--- src/rtl/wake_arb_pkg.sv ---
package wake_arb_pkg;
  localparam int unsigned SRC_COUNT = 3;
  localparam int unsigned SYNC_LEN  = 2;

  typedef enum int unsigned {
    SRC_ADAPTER = 0,
    SRC_KEY     = 1,
    SRC_HOST    = 2
  } src_idx_e;
endpackage

--- src/rtl/wa_sync.sv ---
module wa_sync #(
  parameter int unsigned W     = 3,
  parameter int unsigned DEPTH = 2
) (
  input  logic         clk,
  input  logic         rst_n,
  input  logic [W-1:0] d_n,
  output logic [W-1:0] q_n
);
  logic [DEPTH-1:0][W-1:0] stg;

  // idle level of an active-low line is 1
  always_ff @(posedge clk or negedge rst_n) begin
    if (!rst_n) stg[0] <= '1;
    else        stg[0] <= d_n;
  end

  generate
    for (genvar k = 1; k < DEPTH; k++) begin : g_stage
      always_ff @(posedge clk or negedge rst_n) begin
        if (!rst_n) stg[k] <= '1;
        else        stg[k] <= stg[k-1];
      end
    end
  endgenerate

  assign q_n = stg[DEPTH-1];
endmodule

--- src/rtl/wa_src_slice.sv ---
module wa_src_slice (
  input  logic clk,
  input  logic rst_n,
  input  logic act_s,
  input  logic ack,
  output logic cand,
  output logic dis,
  output logic svc
);
  assign cand = act_s & ~dis;

  always_ff @(posedge clk or negedge rst_n) begin
    if (!rst_n) begin
      dis <= 1'b0;
      svc <= 1'b0;
    end else begin
      svc <= ack & cand;
      if (ack && cand)
        dis <= 1'b1;
      else if (dis && !act_s)
        dis <= 1'b0;
    end
  end
endmodule

--- src/rtl/wa_wake_comb.sv ---
module wa_wake_comb #(
  parameter int unsigned N = 3
) (
  input  logic [N-1:0] raw_n,
  input  logic [N-1:0] dis,
  output logic         wake_n
);
  logic [N-1:0] pull;

  generate
    for (genvar i = 0; i < N; i++) begin : g_pull
      assign pull[i] = ~raw_n[i] & ~dis[i];
    end
  endgenerate

  assign wake_n = ~(|pull);
endmodule

--- src/rtl/wake_arbiter.sv ---
module wake_arbiter #(
  parameter int unsigned NSRC       = wake_arb_pkg::SRC_COUNT,
  parameter int unsigned SYNC_DEPTH = wake_arb_pkg::SYNC_LEN
) (
  input  logic            clk,
  input  logic            rst_n,
  input  logic [NSRC-1:0] evt_n,
  input  logic            ack,
  output logic            wake_n,
  output logic [NSRC-1:0] dis,
  output logic [NSRC-1:0] svc,
  output logic [NSRC-1:0] pending
);
  logic [NSRC-1:0] evt_s_n;
  logic [NSRC-1:0] cand;

  wa_sync #(.W(NSRC), .DEPTH(SYNC_DEPTH)) u_sync (
    .clk   (clk),
    .rst_n (rst_n),
    .d_n   (evt_n),
    .q_n   (evt_s_n)
  );

  generate
    for (genvar i = 0; i < NSRC; i++) begin : g_src
      wa_src_slice u_slice (
        .clk   (clk),
        .rst_n (rst_n),
        .act_s (~evt_s_n[i]),
        .ack   (ack),
        .cand  (cand[i]),
        .dis   (dis[i]),
        .svc   (svc[i])
      );
    end
  endgenerate

  always_ff @(posedge clk or negedge rst_n) begin
    if (!rst_n)   pending <= '0;
    else if (ack) pending <= cand;
  end

  wa_wake_comb #(.N(NSRC)) u_comb (
    .raw_n  (evt_n),
    .dis    (dis),
    .wake_n (wake_n)
  );
endmodule

--- config.mk ---
export PLATFORM = sky130hd
export DESIGN_NAME = wake_arbiter
export DESIGN_NICKNAME = d
export VERILOG_FILES = /design/src/rtl/wake_arb_pkg.sv /design/src/rtl/wa_sync.sv /design/src/rtl/wa_src_slice.sv /design/src/rtl/wa_wake_comb.sv /design/src/rtl/wake_arbiter.sv
export SDC_FILE = /design/constraint.sdc
export NUM_CORES = 1
export LEC_CHECK = 0
export BUFFER_PORTS_ARGS = -buffer_cell sky130_fd_sc_hd__buf_2
export CAP_MARGIN = 20
export CORE_AREA = 8 8 45 47
export CTS_CLUSTER_DIAMETER = 30
export CTS_CLUSTER_SIZE = 10
export DETAILED_ROUTE_END_ITERATION = 8
export DIE_AREA = 0 0 53 55
export GPL_TIMING_DRIVEN = 0
export PLACE_DENSITY = 0.66
export SLEW_MARGIN = 20
export SYNTH_ARGS = -nofsm -noshare
export SYNTH_HDL_FRONTEND = slang
export SYNTH_SLANG_ARGS = --single-unit
--- constraint.sdc ---
create_clock -name clk -period 1.7 [get_ports clk]
set_input_delay 0.17 -clock clk [delete_from_list [all_inputs] [get_ports clk]]
set_output_delay 0.17 -clock clk [all_outputs]
set_load 0.1 [all_outputs]
==> reports/results.txt, run 1 <==
post-route clock period utilization -> 0.917
# IOs -> 16
Placed Cells -> 68
slowest CP cell -> dlygate4sd3_1
clock sink total -> 15
largest net degree at the start of global routing -> 16
IO Port Bufs -> 15
GR Util met3 -> 0.0348
first-pass GRT wire length -> 1.50 mm
grt peak-use layer -> met2
Rows -> 14
Final TNS setup -> 0 ns
Post-CTS Setup Inserts -> 0
R2R Path Start -> u_sync.q_n[1]
Data required, critical path -> 1.53 ns
Initial Util -> 0.382
Post-Syn Nets -> 43
Worst Tran Pin Value -> 0.488 ns
Slew HR -> 0.677
Post-CTS Hold Fix Bufs -> 4
Cell Chain, Critical Path -> dlygate4sd3_1 > buf_2 > o22ai_1 > nor2_2 > buf_2
Sequential Power Share -> 0.503
Reg clk slew, reported paths -> 0.08 ns
final hold vios -> 0
f_max -> 642 MHz
crit path launch type -> primary input
setup ws final -> 0.142 ns
Seq/Total Area, Yosys -> 0.725
# setup viols final -> 0
CTS tree -> built
RSZ-0062 raised after global routing -> false
Max IR drop VDD -> 0.502 mV
syn_area_per_cell -> 14.3 um^2
post-route non-filler standard cell count -> 76
synthesis-stage register bit count -> 15
post-synthesis instance total -> 37
layout cells sized above 1 -> 0.567
most frequent cells in the layout -> buf_2 (15), dfrtp_1 (9), nor2_1 (7)
Clock Latency Late Sink -> 0.27 ns
combinational power share -> 0.255
H-Tree Depth -> 1
most frequent CP cell -> buf_2
WHS Endpoint -> g_src[2].u_slice.dis
Max Cap Viol -> 0
nets@finish -> 67
delay-heaviest family, CP -> buffers and inverters
drc violations -> 0
min-delay src -> ack
Sw Pwr -> 0.000273 W
Max Root-Sink Buffers -> 2
Synth cell types -> 8
CP endpoint kind -> primary output
Final GP Congestion -> 0.649
Syn Std Cell Area -> 528 um^2
gr usage total -> 0.0703
met2 usage -> 0.123
R2R setup slack -> 0.85 ns
Std-Cell Core Area -> 1380 um^2
Final Max Slew Viols -> 0
RR Endpoint -> pending[1]
WHS Path Cells -> 3
Routed Antenna Nets -> 0
Clock power frac -> 0.242
Fillers -> 134
WL final -> 836 um
Post-DP HPWL -> 640 um
Int Power -> 0.000519 W
Initial DRC Count -> 2
Min Clock Period, post-route -> 1.56 ns
die height -> 55 um
Yosys warnings -> 0
ant diodes -> 0
PD cells -> 1140 nW/um^2
vias per inst -> 4.32
met1 usage -> 0.0661
die area -> 2920 um^2
crit path DAT -> 1.39 ns
commonest non-fill, non-tap cell in the layout -> buf_2
Avg WL per Cell -> 11.0 um
run status -> complete, no violations
switching part of the total power -> 0.345
Worst path max stage delay -> 0.52 ns
CTS Buf Count -> 3
clock skew -> 0.000548 ns
Hold Path Class -> in -> reg
antenna violations before repair -> 0
worst-path fanout max -> 2
Die W -> 53 um
CTS resizes -> 0
crit path buf inv count -> 3
routed via count -> 328
WS Path Type -> in -> out
P_leak -> 0.367 nW
worst-case reg-to-reg path depth -> 2
DP Worst Slack -> 0.518 ns
Layout area overhead -> 31.0%
CTS root buffer -> clkbuf_4
grt total ovfl -> 0
vias in the first global route -> 367
Detailed Routing Iterations Pass 1 -> 2
Pwr Total -> 0.000792 W
==> per-stage QoR <==
stage                     hold WS (ns)  utilization  cell area [um^2]
after CTS                        0.190        0.500               692
after global placement          0.0783        0.452               626
after floorplan                 -0.126            -               531
after detailed placement        0.0853        0.452               626
after global routing             0.197        0.500               692
final                            0.197        0.500               692
==> final cells by class <==
| cell class | instances | area, um^2 | share of cell area |
|---|---|---|---|
| Buffer | 6 | 45.0 | 0.0651 |
| Clock buffer | 4 | 26.3 | 0.0380 |
| Inverter | 1 | 3.75 | 0.00542 |
| Multi-Input combinational cell | 15 | 98.8 | 0.143 |
| Sequential cell | 15 | 383 | 0.553 |
| Tap cell | 16 | 20.0 | 0.0289 |
| Timing Repair Buffer | 19 | 115 | 0.166 |
==> state kept, by name, summed over array words and instances, names as in the netlist <==
signal             flops
g_src.u_slice.svc      3
pending                3
u_sync.q_n             3
g_src.u_slice.dis      3
u_sync.stg             3
==> power groups by stage <==
stage / Combinational [W] / Clock (W) / Sequential (W)
finish: 0.000202 / 0.000191 / 0.000398
global route: 0.000211 / 0.000217 / 0.000402
CTS: 0.000204 / 0.000201 / 0.000399
detailed placement: 0.000197 / 0 / 0.000406
global placement: 0.000196 / 0 / 0.000404
floorplan: 0.000112 / 0 / 0.000452
==> layer usage <==
layer  up-vias  wire length (um)
met2        13               383
met1       155               339
met4         0                 0
met3         0               113
li1        160                 -
met5         -                 0
==> Yosys cell counts <==
library cell,count,area (um^2)
o22ai_1,1,6.26
dfstp_2,6,158
nor3b_2,3,37.5
a21o_1,3,22.5
dfrtp_1,9,225
buf_4,6,45.0
nor2_1,8,30.0
inv_1,1,3.75
==> how the worst max path moves through the flow <==
stage	cells after the start	to	startpoint	slack (ns)
after global placement	3	wake_n	g_src[2].u_slice.dis	0.53
after CTS	5	wake_n	evt_n[0]	0.14
after detailed placement	3	wake_n	g_src[2].u_slice.dis	0.52
after global routing	5	wake_n	evt_n[2]	0.09
after floorplan	2	wake_n	g_src[0].u_slice.dis	0.28
final	5	wake_n	evt_n[2]	0.14
==> worst register-to-register path: stages (launching register included) <==
cell and delay [ns]:
dfstp_2 0.54, nor3b_2 0.05, a21o_1 0.15
==> kinds of logic after synthesis <==
logic type	count (synthesis)	synth area share
and+or+nand+nor	11	0.128
DFF	15	0.725
buffers and inverters	7	0.0924
AOI/OAI and AO/OA	4	0.0545
Note: power is estimated with default switching activity, not from simulation.
==> run 2, diff against run 1 <==
Settings changed: PLACE_DENSITY 0.66 to 0.67, REMOVE_ABC_BUFFERS set to 1, SYNTH_HIERARCHICAL set to 1.
==> run 2 against run 1 <==
Against the previous run:
- via count is 1.5% lower
- setup slack worse by 0.015 ns
- count of clock-buffer cells in the layout stayed put
- first-iteration DRC count stayed put
- global-route usage is 0.73 points higher
- highest routed layer is now met4
- critical path depth stayed put
==> reports/results.txt, run 2 <==
Data required, critical path -> 1.53 ns (about the same)
Max Root-Sink Buffers -> 2 (unchanged)
routed via count -> 323 (was 328)
commonest non-fill, non-tap cell in the layout -> buf_2 (unchanged)
layout cells sized above 1 -> 0.589 (was 0.567)
synth cell count leaders -> dfrtp_1 (9), dfstp_2 (6) (was dfrtp_1 (9), nor2_1 (8), buf_4 (6), dfstp_2 (6))
P_leak -> 0.350 nW (was 0.367 nW)
most frequent cell after synthesis -> dfrtp_1 (unchanged)
antenna violations before repair -> 0 (unchanged)
XOR/XNOR Fraction of Synth Area -> 0 (unchanged)
hold_ws -> 0.225 ns (was 0.197 ns)
Initial DRC Count -> 2 (unchanged)
main combinational cell family by area after synthesis -> simple AND/OR/NAND/NOR gates (unchanged)
clock skew -> 0.00571 ns (was 0.000548 ns)
f_max -> 636 MHz (was 642 MHz)
# IOs -> 16 (unchanged)
Die W -> 53 um (unchanged)
gr usage total -> 0.0776 (was 0.0703)
Seq/Total Area, Yosys -> 0.705 (was 0.725)
Final Max Slew Viols -> 0 (unchanged)
synthesis-stage register bit count -> 15 (unchanged)
IO Port Bufs -> 15 (unchanged)
Synth Flop Type -> dfrtp_1 (unchanged)
die height -> 55 um (unchanged)
Clock Latency Late Sink -> 0.28 ns (was 0.27 ns)
CTS Buf Count -> 3 (unchanged)
Hold Path Class -> in -> reg (unchanged)
Yosys warnings -> 6 (was 0)
Slew HR -> 0.676 (was 0.677)
Placed Cells -> 64 (was 68)
post-route non-filler standard cell count -> 72 (was 76)
vias per inst -> 4.49 (was 4.32)
CTS root buffer -> clkbuf_4 (unchanged)
Post-synth EDFFs -> 0 (unchanged)
Rows -> 14 (unchanged)
Syn Std Cell Area -> 543 um^2 (was 528 um^2)
CTS tree -> built (unchanged)
Final TNS setup -> 0 ns (unchanged)
largest net degree at the start of global routing -> 16 (unchanged)
Post-DP HPWL -> 656 um (was 640 um)
final hold vios -> 0 (unchanged)
crit path DAT -> 1.40 ns (was 1.39 ns)
drc violations -> 0 (unchanged)
run status -> complete, no violations (unchanged)
Detailed Routing Iterations Pass 1 -> 4 (was 2)
H-Tree Depth -> 1 (unchanged)
CTS resizes -> 0 (unchanged)
RSZ-0062 raised after global routing -> false (unchanged)
FFs w/ async S/R, synth -> 1.00 (unchanged)
Avg WL per Cell -> 13.0 um (was 11.0 um)
cell taking the most area after synthesis -> dfrtp_1 (unchanged)
die area -> 2920 um^2 (unchanged)
Synth cell types -> 10 (was 8)
ant diodes -> 0 (unchanged)
worst-path fanout max -> 2 (unchanged)
crit path launch type -> primary input (unchanged)
WS Path Type -> in -> out (unchanged)
Initial Util -> 0.392 (was 0.382)
syn_area_per_cell -> 15.1 um^2 (was 14.3 um^2)
grt total ovfl -> 0 (unchanged)
most frequent cells in the layout -> buf_2 (15), dfrtp_1 (9), dfstp_2 (6) (was buf_2 (15), dfrtp_1 (9), nor2_1 (7))
WL final -> 934 um (was 836 um)
nets@finish -> 63 (was 67)
Max IR drop VDD -> 0.614 mV (was 0.502 mV)
first-pass GRT wire length -> 1.57 mm (was 1.50 mm)
Synth Area in Compound Gates -> 0.0530 (was 0.0545)
Pwr Total -> 0.000805 W (was 0.000792 W)
post-synthesis instance total -> 36 (was 37)
ranking of synthesized cells by area -> dfrtp_1 (41%), dfstp_2 (29%), mux2_2 (6.2%) (was dfrtp_1 (43%), dfstp_2 (30%), buf_4 (8.5%))
Reg clk slew, reported paths -> 0.08 ns (about the same)
Routed Antenna Nets -> 0 (unchanged)
Synth Area in Simple Gates -> 0.118 (was 0.128)
Worst Tran Pin Value -> 0.489 ns (was 0.488 ns)
vias in the first global route -> 343 (was 367)
Yosys top cell area share -> 0.415 (was 0.427)
# setup viols final -> 0 (unchanged)
PD cells -> 1180 nW/um^2 (was 1140 nW/um^2)
post-route clock period utilization -> 0.925 (was 0.917)
Min Clock Period, post-route -> 1.57 ns (was 1.56 ns)
Max Cap Viol -> 0 (unchanged)
CP endpoint kind -> primary output (unchanged)
Final GP Congestion -> 0.595 (was 0.649)
mux share of post-synthesis cell area -> 0.0622 (was 0)
Layout area overhead -> 25.6% (was 31.0%)
Std-Cell Core Area -> 1380 um^2 (unchanged)
post-synthesis adder-cell area fraction -> 0 (unchanged)
clock sink total -> 15 (unchanged)
run 2: routing by layer:
metal	GRT usage	vias up	share of wire
li1	-	155	-
met1	0.0900	151	0.48
met4	0.0776	0	0.028
met3	0.0348	4	0.095
met2	0.102	13	0.40
met5	0	-	0
run 2: final cells by class:
cell class	instances	area, um^2
clock buffer	4	26.3
fill	132	702
inverter	3	11.3
multi-input combinational	15	126
sequential	15	383
tap	16	20.0
timing repair buffer	19	115
run 2: final timing paths:
kind	start	to	slack (ns)	cells past startpoint
setup reg to reg	u_sync/q_n[0]	pending[0]	0.59	3
hold reg to reg	u_sync/stg[1]	u_sync/q_n[1]	0.36	0
max in group asynchronous	rst_n	u_sync/stg[2]	1.10	2
setup / recovery	evt_n[2]	wake_n	0.13	5
min in group asynchronous	rst_n	pending[2]	0.30	2
hold / removal	ack	g_src[2].u_slice/dis	0.23	2
run 2: critical path, cell delays in order:
cell	delay, ns
dlygate4sd3_1	0.53
buf_2	0.11
o22ai_1	0.07
nor2_1	0.09
buf_2	0.43
run 2: kinds of logic after synthesis:
logic type / after synthesis
DFF: 15
buffers and inverters: 6
muxes: 3
AOI/OAI and AO/OA: 4
and+or+nand+nor: 8
run 2: repair_timing:
action                                 4_1_cts  5_1_grt
endpoints found under the hold margin       12        0
setup buffers                                0        0
hold buffers                                 4        0
run 2: metrics by stage:
stage          setup slack [ns]  utilization  cell area [um^2]
6_report                  0.127        0.493               682
5_1_grt                  0.0635        0.493               682
4_1_cts                   0.130        0.493               682
3_5_place_dp              0.522        0.445               616
3_3_place_gp              0.521        0.445               616
2_1_floorplan            -0.893            -               520
run 2: power by group:
part	switching [W]	internal, W	total, W
clock	0.000105	0.0000910	0.000196
combinational	0.000170	0.0000420	0.000212
sequential	0.0000110	0.000386	0.000397
